**src/rtl/srx_pkg.sv**
```systemverilog
package srx_pkg;

    localparam int unsigned WORD_MAX = 8;
    localparam int unsigned BIT_W    = $clog2(WORD_MAX);

    typedef enum logic [1:0] {
        PAR_NONE  = 2'd0,
        PAR_EVEN  = 2'd1,
        PAR_ODD   = 2'd2,
        PAR_NONE2 = 2'd3
    } par_mode_e;

    typedef enum logic [2:0] {
        ST_IDLE,
        ST_START,
        ST_DATA,
        ST_FLAG,
        ST_PAR,
        ST_STOP
    } rx_state_e;

    typedef struct packed {
        logic [WORD_MAX-1:0] data;
        logic                par_err;
        logic                frm_err;
        logic                brk;
        logic                is_addr;
    } rx_frame_t;

    // number of data bits for a length code
    function automatic logic [3:0] word_bits(input logic [1:0] code);
        return 4'd5 + {2'b00, code};
    endfunction

    function automatic logic par_on(input logic [1:0] mode);
        return (mode == PAR_EVEN) || (mode == PAR_ODD);
    endfunction

    // parity bit a correct sender transmits for these data bits
    function automatic logic par_expect(input logic [1:0] mode,
                                        input logic [WORD_MAX-1:0] d);
        return (mode == PAR_ODD) ? ~(^d) : (^d);
    endfunction

endpackage

```
**src/rtl/srx_front.sv**
```systemverilog
module srx_front #(
    parameter int unsigned SYNC_STAGES = 2
) (
    input  logic clk,
    input  logic rst,
    input  logic loop_en,
    input  logic rx_line,
    input  logic tx_loop,
    output logic line_s
);
    logic                   src;
    logic [SYNC_STAGES-1:0] chain;

    assign src = loop_en ? tx_loop : rx_line;

    generate
        if (SYNC_STAGES == 1) begin : g_one
            always_ff @(posedge clk) begin
                if (rst) chain <= '1;
                else     chain <= src;
            end
        end else begin : g_many
            always_ff @(posedge clk) begin
                if (rst) chain <= '1;
                else     chain <= {chain[SYNC_STAGES-2:0], src};
            end
        end
    endgenerate

    assign line_s = chain[SYNC_STAGES-1];

endmodule

```
**src/rtl/srx_deframer.sv**
```systemverilog
module srx_deframer
    import srx_pkg::*;
#(
    parameter int unsigned OSR = 16
) (
    input  logic       clk,
    input  logic       rst,
    input  logic       tick,
    input  logic       line,
    input  logic [1:0] word_len,
    input  logic [1:0] par_mode,
    input  logic       wake_en,
    output logic       done,
    output rx_frame_t  frame
);
    localparam int unsigned CNT_W = $clog2(OSR);
    localparam logic [CNT_W-1:0] HALF = CNT_W'(OSR / 2 - 1);
    localparam logic [CNT_W-1:0] FULL = CNT_W'(OSR - 1);

    rx_state_e           state;
    logic [CNT_W-1:0]    cnt;
    logic [BIT_W-1:0]    bitn;
    logic [WORD_MAX-1:0] shreg;
    logic                flagb;
    logic                parb;
    logic                allz;
    logic                last_bit;
    rx_state_e           after_data;
    rx_state_e           after_flag;

    assign last_bit   = ({1'b0, bitn} == (word_bits(word_len) - 4'd1));
    assign after_flag = par_on(par_mode) ? ST_PAR : ST_STOP;
    assign after_data = wake_en ? ST_FLAG : after_flag;

    always_ff @(posedge clk) begin
        if (rst) begin
            state <= ST_IDLE;
            cnt   <= '0;
            bitn  <= '0;
            shreg <= '0;
            flagb <= 1'b0;
            parb  <= 1'b0;
            allz  <= 1'b0;
            done  <= 1'b0;
            frame <= '0;
        end else begin
            done <= 1'b0;
            if (tick) begin
                unique case (state)
                    ST_IDLE: begin
                        if (!line) begin
                            state <= ST_START;
                            cnt   <= '0;
                        end
                    end
                    ST_START: begin
                        if (cnt == HALF) begin
                            cnt <= '0;
                            if (!line) begin
                                state <= ST_DATA;
                                bitn  <= '0;
                                shreg <= '0;
                                allz  <= 1'b1;
                            end else begin
                                state <= ST_IDLE;
                            end
                        end else begin
                            cnt <= cnt + 1'b1;
                        end
                    end
                    ST_DATA: begin
                        if (cnt == FULL) begin
                            cnt         <= '0;
                            shreg[bitn] <= line;
                            allz        <= allz & ~line;
                            if (last_bit) state <= after_data;
                            else          bitn  <= bitn + 1'b1;
                        end else begin
                            cnt <= cnt + 1'b1;
                        end
                    end
                    ST_FLAG: begin
                        if (cnt == FULL) begin
                            cnt   <= '0;
                            flagb <= line;
                            allz  <= allz & ~line;
                            state <= after_flag;
                        end else begin
                            cnt <= cnt + 1'b1;
                        end
                    end
                    ST_PAR: begin
                        if (cnt == FULL) begin
                            cnt   <= '0;
                            parb  <= line;
                            allz  <= allz & ~line;
                            state <= ST_STOP;
                        end else begin
                            cnt <= cnt + 1'b1;
                        end
                    end
                    ST_STOP: begin
                        if (cnt == FULL) begin
                            cnt           <= '0;
                            done          <= 1'b1;
                            frame.data    <= shreg;
                            frame.par_err <= par_on(par_mode) &&
                                             (parb != par_expect(par_mode, shreg));
                            frame.frm_err <= ~line;
                            frame.brk     <= allz & ~line;
                            frame.is_addr <= wake_en & flagb;
                            state         <= ST_IDLE;
                        end else begin
                            cnt <= cnt + 1'b1;
                        end
                    end
                    default: state <= ST_IDLE;
                endcase
            end
        end
    end

    // data phase is only entered from a start that was still low
    AST_START_QUALIFIED: assert property (@(posedge clk) disable iff (rst)
        (state == ST_DATA && $past(state) == ST_START) |-> !$past(line));
    AST_DONE_STROBE: assert property (@(posedge clk) disable iff (rst)
        done |=> !done);
    AST_BRK_FRAMING: assert property (@(posedge clk) disable iff (rst)
        (done && frame.brk) |-> frame.frm_err);
    AST_NO_PAR_WHEN_OFF: assert property (@(posedge clk) disable iff (rst)
        (done && !par_on($past(par_mode))) |-> !frame.par_err);

endmodule

```
**src/rtl/srx_filter.sv**
```systemverilog
module srx_filter
    import srx_pkg::*;
(
    input  logic                clk,
    input  logic                rst,
    input  logic                in_done,
    input  rx_frame_t           in_frame,
    input  logic                wake_en,
    input  logic [WORD_MAX-1:0] own_addr,
    input  logic                search_en,
    input  logic [WORD_MAX-1:0] search_char,
    input  logic                rd_ack,
    output logic [WORD_MAX-1:0] buf_data,
    output logic                rx_ready,
    output logic                par_err,
    output logic                frm_err,
    output logic                ovr_err,
    output logic                brk_det,
    output logic                addr_match,
    output logic                char_hit
);
    logic awake;
    logic is_addr_frame;
    logic deliver;

    assign is_addr_frame = in_done && wake_en && in_frame.is_addr && !in_frame.brk;
    assign deliver = in_done &&
                     (in_frame.brk || !wake_en || (!in_frame.is_addr && awake));

    always_ff @(posedge clk) begin
        if (rst) begin
            awake <= 1'b0;
        end else if (!wake_en) begin
            awake <= 1'b0;
        end else if (is_addr_frame) begin
            awake <= (in_frame.data == own_addr);
        end
    end

    always_ff @(posedge clk) begin
        if (rst) begin
            buf_data <= '0;
            rx_ready <= 1'b0;
            par_err  <= 1'b0;
            frm_err  <= 1'b0;
            ovr_err  <= 1'b0;
            brk_det  <= 1'b0;
            char_hit <= 1'b0;
        end else if (deliver && rx_ready && !rd_ack) begin
            ovr_err <= 1'b1;
        end else if (deliver) begin
            buf_data <= in_frame.data;
            par_err  <= in_frame.par_err;
            frm_err  <= in_frame.frm_err;
            brk_det  <= in_frame.brk;
            char_hit <= search_en && (in_frame.data == search_char);
            rx_ready <= 1'b1;
            ovr_err  <= 1'b0;
        end else if (rd_ack) begin
            rx_ready <= 1'b0;
            ovr_err  <= 1'b0;
        end
    end

    assign addr_match = awake;

    AST_HOLD_UNREAD: assert property (@(posedge clk) disable iff (rst)
        (rx_ready && !rd_ack) |=> (rx_ready && $stable(buf_data)));
    AST_ACK_CLEARS: assert property (@(posedge clk) disable iff (rst)
        (rd_ack && !in_done) |=> (!rx_ready && !ovr_err));
    AST_ASLEEP_BLOCKS: assert property (@(posedge clk) disable iff (rst)
        (in_done && wake_en && !awake && !in_frame.brk && !rd_ack)
        |=> $stable(rx_ready));
    AST_ADDR_HIDDEN: assert property (@(posedge clk) disable iff (rst)
        (is_addr_frame && !rx_ready) |=> !rx_ready);
    AST_ASLEEP_WHEN_OFF: assert property (@(posedge clk) disable iff (rst)
        !wake_en |=> !addr_match);

endmodule

```
**src/rtl/async_rx_wake.sv**
```systemverilog
module async_rx_wake
    import srx_pkg::*;
#(
    parameter int unsigned OSR         = 16,
    parameter int unsigned SYNC_STAGES = 2
) (
    input  logic                clk,
    input  logic                rst,
    input  logic                tick16,
    input  logic                rx_line,
    input  logic                tx_loop,
    input  logic                loop_en,
    input  logic [1:0]          word_len,
    input  logic [1:0]          par_mode,
    input  logic                wake_en,
    input  logic [WORD_MAX-1:0] own_addr,
    input  logic                search_en,
    input  logic [WORD_MAX-1:0] search_char,
    input  logic                rd_ack,
    output logic [WORD_MAX-1:0] rx_data,
    output logic                rx_ready,
    output logic                par_err,
    output logic                frm_err,
    output logic                ovr_err,
    output logic                brk_det,
    output logic                addr_match,
    output logic                char_hit
);
    logic      line_s;
    logic      fr_done;
    rx_frame_t fr;

    srx_front #(.SYNC_STAGES(SYNC_STAGES)) u_front (
        .clk     (clk),
        .rst     (rst),
        .loop_en (loop_en),
        .rx_line (rx_line),
        .tx_loop (tx_loop),
        .line_s  (line_s)
    );

    srx_deframer #(.OSR(OSR)) u_deframe (
        .clk      (clk),
        .rst      (rst),
        .tick     (tick16),
        .line     (line_s),
        .word_len (word_len),
        .par_mode (par_mode),
        .wake_en  (wake_en),
        .done     (fr_done),
        .frame    (fr)
    );

    srx_filter u_filter (
        .clk         (clk),
        .rst         (rst),
        .in_done     (fr_done),
        .in_frame    (fr),
        .wake_en     (wake_en),
        .own_addr    (own_addr),
        .search_en   (search_en),
        .search_char (search_char),
        .rd_ack      (rd_ack),
        .buf_data    (rx_data),
        .rx_ready    (rx_ready),
        .par_err     (par_err),
        .frm_err     (frm_err),
        .ovr_err     (ovr_err),
        .brk_det     (brk_det),
        .addr_match  (addr_match),
        .char_hit    (char_hit)
    );

endmodule

```
**config.mk**
```make
export PLATFORM = sky130hd
export DESIGN_NAME = async_rx_wake
export DESIGN_NICKNAME = d
export VERILOG_FILES = /design/src/rtl/srx_pkg.sv /design/src/rtl/srx_front.sv /design/src/rtl/srx_deframer.sv /design/src/rtl/srx_filter.sv /design/src/rtl/async_rx_wake.sv
export SDC_FILE = /design/constraint.sdc
export NUM_CORES = 1
export LEC_CHECK = 0
export BUFFER_PORTS_ARGS = -buffer_cell sky130_fd_sc_hd__buf_2
export CORE_MARGIN = 2
export CORE_UTILIZATION = 38
export CTS_CLUSTER_DIAMETER = 30
export DETAILED_ROUTE_END_ITERATION = 7
export PLACE_DENSITY = 0.65
export SYNTH_ARGS = -nofsm -noshare
export SYNTH_HDL_FRONTEND = slang
export SYNTH_SLANG_ARGS = --single-unit
```
**constraint.sdc**
```tcl
create_clock -name clk -period 2.83 [get_ports clk]
set_input_delay 0 -clock clk [delete_from_list [all_inputs] [get_ports clk]]
set_output_delay 0 -clock clk [all_outputs]
set_load 0.1 [all_outputs]
```
==> Word level (Yosys, flattened, before mapping) <==
Index checks and enable logic that the tools add are counted.
Widths: inputs -> output; s select.
{ "totals": {"reg_bits": 51, "inputBits": 29, "out_inout_bits": 15} }
{ "classes": {"addsub": 4, "magnitude_cmp": 2, "n_eq_ne": 23, "mux": 38, "bitwise": 8, "n_reduce_logical": 38} }
{ "ops": {"columns": ["operator", "n"], "rows": [
  ["$mux 3", 12],
  ["$mux 8", 3],
  ["$pmux 3 s6", 1],
  ["$eq 8x8->1", 2],
  ["$pmux 8 s2", 1],
  ["$ne 2x1->1 const B", 7],
  ["$mux 1", 12],
  ["$mux 4", 3],
  ["$pmux 4 s3", 1],
  ["$reduce_and 3->1", 4],
  ["$logic_and 1x1->1", 10],
  ["$reduce_and 5->1", 2],
  ["$bwmux 8", 1],
  ["$reduce_and 8->1", 1],
  ["$reduce_xor 8->1", 1],
  ["$eq 3x2->1 const B", 2],
  ["$eq 3x3->1 const B", 2],
  ["$ne 2x2->1 const B", 3],
  ["$not 1->1", 6],
  ["$pmux 3 s2", 1],
  ["$reduce_and 6->1", 1],
  ["$reduce_bool 2->1", 3],
  ["$reduce_bool 3->1", 2],
  ["$reduce_or 3->1", 2],
  ["other kinds (23)", 30]
]} }

==> Longest topological paths before layout <==
Gate-level depths: netlist of run 1.
{ "depth": {"ltp_word": 8, "ltp_mapped": 7} }

==> Modules after synthesis <==
A second synthesis of run 1 with hierarchy kept.
{ "hier_totals": {"cells_unflattened": 297, "area_unflattened_um2": 2582.5} }
{ "modules_own_cells": {"columns": ["module", "instances", "cells_each", "area_each_um2", "seq_area_each_um2"], "rows": [
  ["srx_deframer", 1, 217, 1746.7, 680.7],
  ["srx_filter", 1, 75, 774.5, 300.3],
  ["srx_front", 1, 5, 61.3, 40.0]
]} }

==> Worst setup path after synthesis of run 1 <==
No wires, ideal clock.
{ "synth_timing": {"kind": "register to register", "startpoint": "register u_filter.awake (netlist: u_filter.addr_match)", "endpoint": "register u_filter.brk_det", "arrival_ps": 2026, "required_ps": 2768, "slack_ps": 741, "stages_incl_launch_ff": 7, "n_path_buf": 1, "period_less_slack_ps": 2089, "path_cell_list": "dfxtp_1 > nor2b_1 > o21ai_1 > a21oi_1 > and2_1 > clkbuf_1 > a22o_1"} }
{ "synth_between": {"elab_chain_cells": 7} }
{ "synth_rtl": {"columns": ["item", "line", "rtl"], "rows": [
  ["start: declaration", "srx_filter.sv:22", "logic awake;"],
  ["start signal: assignment", "srx_filter.sv:36", "awake <= (in_frame.data == own_addr);"],
  ["$logic_and 1x1->1 *", "srx_filter.sv:28", "(in_frame.brk || !wake_en || (!in_frame.is_addr && awake));"],
  ["$logic_or 1x1->1 *", "srx_filter.sv:28", null],
  ["$logic_and 1x1->1 *", "srx_filter.sv:27", "assign deliver = in_done &&"],
  ["$logic_and 1x1->1 (2 in a row)", "srx_filter.sv:49", "end else if (deliver && rx_ready && !rd_ack) begin"],
  ["$not 1->1 (no line)", null, null],
  ["$reduce_and 2->1 (no line) *", null, null],
  ["end signal: assignment", "srx_filter.sv:55", "brk_det <= in_frame.brk;"],
  ["end: declaration", "srx_filter.sv:18", "output logic brk_det,"]
]} }
Mark *: on every way between the ends. The rest lies on a longest branch, timed or not.
A chain may end at the register's enable or synchronous reset.

==> Worst setup path in the final report of run 1 <==
{ "layout_timing": {"startpoint": "register u_deframe.state[1]", "endpoint": "register u_deframe.state[1]"} }
{ "layout_between": {"elab_chain_cells": 3, "elab_cells_between_ends": 15, "classes_between": "eq/ne (12); mux (1); reduce/logical (2)"} }
{ "layout_rtl": {"columns": ["item", "line", "rtl"], "rows": [
  ["start: declaration", "srx_deframer.sv:20", "rx_state_e state;"],
  ["start signal: assignment", "srx_deframer.sv:76", "if (last_bit) state <= after_data;"],
  ["start signal: assignment", "srx_deframer.sv:87", "state <= after_flag;"],
  ["$eq 3x3->1 (tied with other cells)", "srx_deframer.sv:49", "unique case (state)"],
  ["$ne 2x1->1 (no line) or $ne 2x2->1 (tied branches)", null, null],
  ["$reduce_and 8->1 (no line)", null, null]
]} }
Several ways; a longest one is shown, not always the timed one.

==> results of run 1 <==
logic make-up after synthesis:
family / Yosys count / synth area share
muxes: 4 / 0.01617
adders and majority gates: 3 / 0.01516
buffers and inverters: 23 / 0.03941
AOI/OAI and AO/OA: 76 / 0.2036
xor gates and xnor gates: 28 / 0.1046
DFF: 51 / 0.4123
and+or+nand+nor: 100 / 0.2087
layout by cell type, fill, tap and decap left out, types with 3 or more instances in the layout:
cell and instances:
a211oi_1 3, a21oi_1 23, a22o_1 12, a22oi_1 4, a31oi_1 6, buf_2 43, clkbuf_8 5, dfxtp_1 51
dlygate4sd3_1 3, ha_1 3, inv_1 6, mux2i_1 4, nand2_1 31, nand3_1 9, nor2_1 23, nor2b_1 4
nor3_1 6, nor4_1 3, o211ai_1 4, o21ai_0 3, o21ai_1 10, o31ai_1 3, xnor2_1 17, xor2_1 10
per-stage QoR:
step,total power (W),cells,hold WS (ns),instance area (um^2),worst slack (ns)
global placement,0.0008273,390,0.2217,2724,0.7981
global route,0.001366,400,0.003264,2860,0.5250
CTS,0.001325,400,0.008592,2860,0.7569
floorplan,0.0007944,285,0.1251,2476,0.7411
finish,0.001310,400,0.01587,2860,0.7320
detailed placement,0.0008287,390,0.2161,2724,0.7829
layer usage:
layer  share of wire  GRT usage  up-vias
met5               0          0        -
li1                -          -     1094
met1            0.50     0.2105      947
met3           0.047    0.02950        6
met2            0.43     0.2498       53
met4           0.017    0.05483        0
critical path, cell delays in order (launching register included):
cell	delay, ns
dfxtp_1	0.65
or3b_1	0.58
a31oi_1	0.37
nor2_1	0.10
or4b_1	0.18
a21oi_1	0.07
path summary, 6_finish.rpt:
path                            depth (start not counted)  slack (ns)                              end
worst max register to register                          5        0.73  u_deframe.state[1]$_SDFFE_PP0P_
worst min-delay path                                    3        0.02  u_deframe.frame[0]$_SDFFE_PP0P_
worst min register to register                          1        0.42      u_front.chain[1]$_SDFF_PP1_
worst max-delay path                                    5        0.73  u_deframe.state[1]$_SDFFE_PP0P_
area by class of cell:
class | count | area, um^2
Clock buffer | 5 | 68.82
Clock inverter | 2 | 37.54
Fill cell | 639 | 3453
Inverter | 7 | 26.28
Multi-Input combinational cell | 211 | 1358
Sequential cell | 51 | 1021
Tap cell | 77 | 96.34
Timing Repair Buffer | 47 | 252.7
power by group:
part           internal, W  switching [W]
logic            0.0000420      0.0000470
registers         0.000721     0.00000565
clock network     0.000259       0.000236
total              0.00102       0.000289
registers in the layout, indices dropped and copies added, names as in the netlist, 2 cells and up:
signal and cells:
u_deframe.bitn 3, u_deframe.frame 12, u_deframe.state 3, u_deframe.shreg 8
u_deframe.cnt 4, u_filter.buf_data 8, u_front.chain 2
==> results.json, run 1 <==
{
  "final_core_util": 0.4530,
  "io_pins": 44,
  "ys_warn_count": 0,
  "critPathArrivalTime_ns": 2.26,
  "finalCritPeriodShare": 0.7414,
  "coreArea_um2": 6314,
  "r2r-start": "u_deframe.state[1]$_SDFFE_PP0P_",
  "grt_first_pass_wirelength_mm": 9.239,
  "layout-drive-gt1-share": 0.1796,
  "hold_violations": 0,
  "die_x_um": 84.72,
  "num_vias": 2100,
  "diodes": 0,
  "power.density_nw_per_um2": 458.1,
  "via_per_inst": 5.250,
  "power_leakage_nw": 1.119,
  "finClkSkew_ns": 0.005312,
  "cts_hold_buf": 3,
  "grt_pass1_vias": 1998,
  "start_kind": "register",
  "maxCapViolCount": 0,
  "tns_ns": 0,
  "drt_pass1_iterations": 4,
  "cts_inserted_buffers": 5,
  "cts_setup_buffers": 0,
  "drc_errors": 0,
  "rsz0062_at_grt": "false",
  "cp_data_required_time_ns": 2.99,
  "synthFlopType": "dfxtp_1",
  "vdd_ir_drop_max_v": 0.0001875,
  "holdCritPathClass": "input pin to register",
  "seq_area_frac_synth": 0.4123,
  "insertion_delay_ns": 0.30,
  "clock.fmax_ghz": 0.4766,
  "crit_path_start": "u_deframe.state[1]$_SDFFE_PP0P_",
  "ys_ff_latch": 51,
  "antenna_found_initial": 0,
  "avgSynthCellArea_um2": 8.688,
  "relSlewSlack": 0.4986,
  "synth.distinct_cells": 49,
  "final_nets": 355,
  "drt_iter0_drc": 91,
  "io_buffers": 43,
  "synth_top_cell_by_area": "dfxtp_1",
  "hp-start": "wake_en",
  "netlist_top_cells_count": "dfxtp_1, nand2_1, a21oi_1, nor2_1, xnor2_1",
  "wl_per_cell_um": 13.58,
  "cts_sinks": 51,
  "finalSetupViolCount": 0,
  "grt-ovfl-total": 0,
  "die-area_um2": 7177,
  "min_period_ns": 2.098,
  "ant_nets": 0,
  "htree_levels": 2,
  "die_h_um": 84.72,
  "grt_max_degree": 36,
  "gp_congestion": 0.8476,
  "dp_hpwl_mm": 3.893,
  "yosysTopAreaCellShare": 0.4123,
  "synth_area_leaders": "dfxtp_1, xnor2_1, nand2_1",
  "cts_tree": "yes",
  "grt_usage": 0.1560,
  "areaGrowthSynthToFinish_pct": 15.51,
  "fp-row-count": 29,
  "start_util": 0.3922,
  "totalWireLength_mm": 5.431,
  "status": "complete, no violations",
  "maxSlewViolCount": 0,
  "synth_edf_count": 0,
  "critPathKind": "register to register",
  "cts.path.max_buffers": 2,
  "synth_area_um2": 2476,
  "tightest_slew_ns": 0.7494,
  "clk_pin_slew_ns": 0.09,
  "crit_fanout": 18,
  "syn-instance-count": 285,
  "root_buffer": "clkbuf_8",
  "cts_resized": 0,
  "synth_nets": 317,
  "end_kind": "register",
  "yosysMostFrequentCell": "dfxtp_1",
  "async_flop_share": 0
}
No activity file was read; power rests on OpenSTA's default activity.
==> run 2: changes to the inputs <==
clock period = 2 ns   (was 2.83 ns; I/O delays follow)
==> results.json, run 2 (synthesis gave the netlist of run 1 again) <==
{
  "cts_setup_buffers": 0,
  "start_kind": "register",
  "crit_path_start": "u_deframe.state[1]$_SDFFE_PP0P_",
  "holdCritPathClass": "input pin to register",
  "totalWireLength_mm": 5.363,
  "grt_use_met1": 0.2012,
  "drt_pass1_iterations": 4,
  "vdd_ir_drop_max_v": 0.0004183,
  "cts_tree": "yes",
  "grt_pass1_vias": 1973,
  "drt_iter0_drc": 58,
  "final_cell_mix": "dfxtp_1, buf_2, nand2_1",
  "largest_reg_flops": 12,
  "io_buffers": 43,
  "wl_per_cell_um": 12.95,
  "areaGrowthSynthToFinish_pct": 19.30,
  "start_util": 0.3922,
  "grt_use_met2": 0.2563,
  "critPathArrivalTime_ns": 1.99,
  "drc_errors": 0,
  "maxSlewViolCount": 0,
  "clock.fmax_ghz": 0.5481,
  "layout-drive-gt1-share": 0.2136,
  "rsz0062_at_grt": "false",
  "relSlewSlack": 0.4827,
  "die_h_um": 84.72,
  "grt_max_degree": 36,
  "regMostFlops": "u_deframe.frame",
  "reg2regPathDepth": 5,
  "diodes": 0,
  "r2r-start": "u_deframe.state[1]$_SDFFE_PP0P_",
  "tightest_slew_ns": 0.7731,
  "hp-start": "tick16",
  "maxCapViolCount": 0,
  "hold_violations": 0,
  "finClkSkew_ns": 0.01136,
  "power_leakage_nw": 1.183,
  "critPathKind": "register to register",
  "grt-ovfl-total": 0,
  "final_common_cell": "dfxtp_1",
  "via_per_inst": 5.215,
  "grt_usage": 0.1537,
  "use_met3": 0.03540,
  "dp_hpwl_mm": 4.001,
  "finalSetupViolCount": 0,
  "worstSetupEndpoint": "u_deframe.state[1]$_SDFFE_PP0P_",
  "grt_most_used_layer": "met2",
  "tns_ns": 0,
  "rrSetupSlack_ns": 0.18,
  "top_regs": "u_deframe.frame x12, u_deframe.shreg x8, u_filter.buf_data x8",
  "status": "complete, no violations",
  "num_vias": 2159,
  "gp_congestion": 0.8463,
  "fillers": 645,
  "coreArea_um2": 6314,
  "fp-row-count": 29,
  "die-area_um2": 7177,
  "io_pins": 44,
  "end_kind": "register",
  "place_inst": 402,
  "ant_nets": 0,
  "finalCritPeriodShare": 0.9122,
  "crit_fanout": 12,
  "die_x_um": 84.72,
  "cts_inserted_buffers": 5,
  "reg2reg_to": "u_deframe.state[1]$_SDFFE_PP0P_",
  "htree_levels": 2,
  "final_nets": 368,
  "cts.path.max_buffers": 2,
  "insertion_delay_ns": 0.30,
  "min_period_ns": 1.824,
  "antenna_found_initial": 0,
  "fin_cells": 414,
  "clk_pin_slew_ns": 0.09,
  "cp_data_required_time_ns": 2.16,
  "grt_first_pass_wirelength_mm": 9.170,
  "power.density_nw_per_um2": 604.9,
  "root_buffer": "clkbuf_8",
  "cts_sinks": 51
}
[run 2: changes by cell type in the layout (fill, tap and decap cells not counted), sizes merged]
| cell | previous run | this run |
|---|---|---|
| bufinv | 1 | 0 |
| dlygate4sd3 | 3 | 4 |
| buf | 44 | 56 |
| clkbuf | 5 | 6 |
| clkinv | 0 | 1 |
[run 2: worst min path at each step]
stage,to,slack (ns),cells past startpoint
final,u_deframe.cnt[1]$_SDFFE_PP0P_,0.09,3
after detailed placement,u_front.chain[0]$_SDFF_PP1_,0.22,3
after global routing,u_deframe.cnt[1]$_SDFFE_PP0P_,0.11,3
after floorplan,u_front.chain[0]$_SDFF_PP1_,0.13,2
after CTS,u_deframe.frame[0]$_SDFFE_PP0P_,0.004,3
after global placement,u_front.chain[0]$_SDFF_PP1_,0.21,3
[run 2: repair_timing]
item                      4_1_cts  5_1_grt
hold endpoints to repair        3        1
gates resized for setup         0        0
hold buffers                    3        1
[run 2: power breakdown]
| group | leakage [nW] | internal, W | total (W) | switching [W] |
|---|---|---|---|---|
| combinational | 0.724 | 0.0000658 | 0.000136 | 0.0000703 |
| sequential | 0.412 | 0.00102 | 0.00103 | 0.00000567 |
| clock | 0.0474 | 0.000283 | 0.000625 | 0.000342 |
| total | 1.18 | 0.00137 | 0.00179 | 0.000418 |
[run 2: area by class of cell]
cell class,count,area (um^2),share of cell area
multi-input combinational,211,1358,0.4596
sequential,51,1022,0.3460
timing repair buffer,60,352.8,0.1194
tap,77,96.34,0.03261
clock buffer,6,82.58,0.02795
inverter,7,26.28,0.008895
clock inverter,2,16.27,0.005506
[run 2: critical path: stages (launching register included)]
cell	delay, ns
dfxtp_1	0.54
or3b_1	0.48
a31oi_1	0.33
nor2_1	0.10
or4b_1	0.17
a21oi_1	0.06
[run 2: per-layer routing]
metal | part of all wire | routed length, um
met3 | 0.058 | 312
met5 | 0 | 0
met2 | 0.45 | 2410
met4 | 0.011 | 59
met1 | 0.48 | 2581
[run 2: metrics by stage]
stage	instance area [um^2]	utilization	setup WS, ns	total power [W]	hold WS [ns]
after floorplan	2477	-	0.1413	0.001124	0.1251
after global placement	2815	0.4459	0.2175	0.001177	0.2118
after detailed placement	2815	0.4459	0.1853	0.001179	0.2220
after CTS	2944	0.4663	0.1710	0.001806	0.003785
after global routing	2954	0.4679	0.04562	0.001864	0.1143
final	2954	0.4679	0.1756	0.001787	0.08594
==> run 3: changes to the inputs <==
HOLD_SLACK_MARGIN = 0.12   (was default)
SYNTH_HIERARCHICAL = 1   (was default)
==> results.json, run 3 <==
{
  "drc_errors": 0,
  "wl_per_cell_um": 13.40,
  "synth_top_cell_by_area": "dfxtp_1",
  "final_cell_mix": "dfxtp_1, buf_2, a21oi_1",
  "clk_pin_slew_ns": 0.09,
  "p_total_w": 0.001870,
  "vdd_ir_drop_max_v": 0.0003341,
  "finalSetupViolCount": 0,
  "avgSynthCellArea_um2": 8.695,
  "regMostFlops": "u_deframe/frame",
  "synth_area_um2": 2582,
  "top_regs": "u_deframe/frame x12, u_deframe/shreg x8, u_filter/buf_data x8",
  "start_kind": "register",
  "tightest_slew_ns": 0.7332,
  "seq_area_frac_synth": 0.3953,
  "synth_edf_count": 0,
  "ys_warn_count": 6,
  "tns_ns": 0,
  "slowest_stage": "or4_1",
  "final_common_cell": "dfxtp_1",
  "grt_pass1_vias": 2095,
  "cp_cell_sequence": "ha_1, a31oi_1, nor2_1, a311o_1, or4_1, a21oi_1",
  "place_inst": 411,
  "end_kind": "register",
  "synth.distinct_cells": 57,
  "finalCritPeriodShare": 0.9503,
  "largest_reg_flops": 12,
  "critPathArrivalTime_ns": 2.14,
  "drt_pass1_iterations": 4,
  "cts_inserted_buffers": 5,
  "synthFlopType": "dfxtp_1",
  "cts_tree": "yes",
  "grt_usage": 0.1618,
  "critical_path.max_stage_delay_ns": 0.51,
  "diodes": 0,
  "via_per_inst": 5.276,
  "insertion_delay_ns": 0.31,
  "syn-instance-count": 297,
  "htree_levels": 2,
  "synth_nets": 329,
  "netlist_top_cells_count": "dfxtp_1, a21oi_1, nand2_1",
  "critPathKind": "register to register",
  "power.density_nw_per_um2": 610.0,
  "fin_cells": 427,
  "hold_violations": 0,
  "finClkSkew_ns": 0.009322,
  "cp_data_required_time_ns": 2.24,
  "cts_setup_buffers": 0,
  "root_buffer": "clkbuf_8",
  "grt-ovfl-total": 0,
  "fillers": 671,
  "gp_congestion": 0.7906,
  "layout-drive-gt1-share": 0.1902,
  "coreArea_um2": 6681,
  "relSlewSlack": 0.5112,
  "fp-row-count": 30,
  "holdCritPathClass": "input pin to register",
  "maxSlewViolCount": 0,
  "dp_worst_setup_slack_ns": 0.1347,
  "drt_iter0_drc": 86,
  "start_util": 0.3865,
  "totalWireLength_mm": 5.721,
  "io_buffers": 43,
  "yosysTopAreaCellShare": 0.3953,
  "yosysMostFrequentCell": "dfxtp_1",
  "async_flop_share": 0,
  "die_x_um": 86.44,
  "clock.fmax_ghz": 0.5261,
  "dp_hpwl_mm": 4.115,
  "cts.path.max_buffers": 2,
  "antenna_found_initial": 0,
  "die_h_um": 86.44,
  "status": "complete, no violations",
  "cts_sinks": 51,
  "grt_first_pass_wirelength_mm": 9.749,
  "final_nets": 379,
  "maxCapViolCount": 0,
  "critPathTopFamily": "compound AO/OA/AOI/OAI gates",
  "areaGrowthSynthToFinish_pct": 18.70,
  "ys_ff_latch": 51,
  "power_leakage_nw": 1.253,
  "synth_area_leaders": "dfxtp_1, xnor2_1, a21oi_1",
  "rrSetupSlack_ns": 0.1,
  "ant_nets": 0,
  "die-area_um2": 7471,
  "io_pins": 44,
  "rsz0062_at_grt": "false",
  "crit_fanout": 6,
  "grt_max_degree": 41,
  "worst-path-buf-inv": 0,
  "min_period_ns": 1.901,
  "num_vias": 2253,
  "setup_ws_ns": 0.09930,
  "final_core_util": 0.4588
}
==> run 3: changes by cell type in the layout (fill, tap and decap cells not counted), moves of 3 or more <==
cell,delta
inv_1,-3
dlygate4sd3_1,+5
xnor2_1,+3
mux2i_1,+9
xor2_1,-5
a21oi_1,+11
o211ai_1,-4
buf_4,-4
a22o_1,-12
nor3_1,-3
nand3b_1,+4
nand3_1,+3
==> run 3: kinds of logic (layout without fill, tap and decap cells) <==
| group | count (synthesis) | count (layout) | synth area share |
|---|---|---|---|
| simple gates | 111 | 111 | 0.2287 |
| compound gates | 72 | 72 | 0.1754 |
| flops | 51 | 51 | 0.3953 |
| xor+xnor | 26 | 26 | 0.09351 |
| buf+inv | 21 | 71 | 0.04215 |
| mux | 13 | 13 | 0.05039 |
| fa+ha+maj | 3 | 3 | 0.01454 |
==> run 3: worst paths after layout <==
check             cells past startpoint                     startpoint                              end
setup / recovery                      6  u_deframe/cnt[0]$_SDFFE_PP0P_    u_deframe/cnt[3]$_SDFFE_PP0P_
hold / removal                        4                    par_mode[1]  u_deframe/frame[3]$_SDFFE_PP0P_
setup reg to reg                      6  u_deframe/cnt[0]$_SDFFE_PP0P_    u_deframe/cnt[3]$_SDFFE_PP0P_
hold reg to reg                       1    u_front/chain[0]$_SDFF_PP1_      u_front/chain[1]$_SDFF_PP1_
==> run 3: layer usage <==
layer | wire, um | part of all wire | global-route usage
met1 | 2680 | 0.47 | 0.2071
met2 | 2747 | 0.48 | 0.2706
met4 | 60 | 0.010 | 0.04688
met5 | 0 | 0 | 0
met3 | 232 | 0.041 | 0.04000
==> run 3: area by class of cell <==
class                   count  area, um^2  area share
flip-flops and latches     51        1021      0.3331
clock inverters             2       37.54     0.01224
well taps                  80       100.1     0.03265
repair buffers             61       372.9      0.1216
multi-input cells         225        1454      0.4743
clock buffers               5       68.82     0.02245
inverters                   3       11.26    0.003673
==> run 3: timing repair <==
action,4_1_cts,5_1_grt
setup endpoints to repair,0,1
endpoints found under the hold margin,9,0
gates resized for setup,0,1
hold buffers,9,0
==> run 3: worst register-to-register path: stages, from the launching register on <==
cell and delay, ns:
dfxtp_1 0.34, ha_1 0.26, a31oi_1 0.18, nor2_1 0.06, a311o_1 0.35, or4_1 0.51
a21oi_1 0.13
==> run 3: stage by stage <==
step	area, um^2	hold slack (ns)
2_1_floorplan	2582	0.06907
3_3_place_gp	2868	0.1787
3_5_place_dp	2868	0.1824
4_1_cts	3064	0.1601
5_1_grt	3065	0.1884
6_report	3065	0.1746
==> run 3: report_power, final <==
group / internal [W] / leakage (nW) / switching [W]
Clock: 0.000366 / 0.0502 / 0.000338
Sequential: 0.00102 / 0.411 / 0.00000456
Combinational: 0.0000717 / 0.791 / 0.0000711
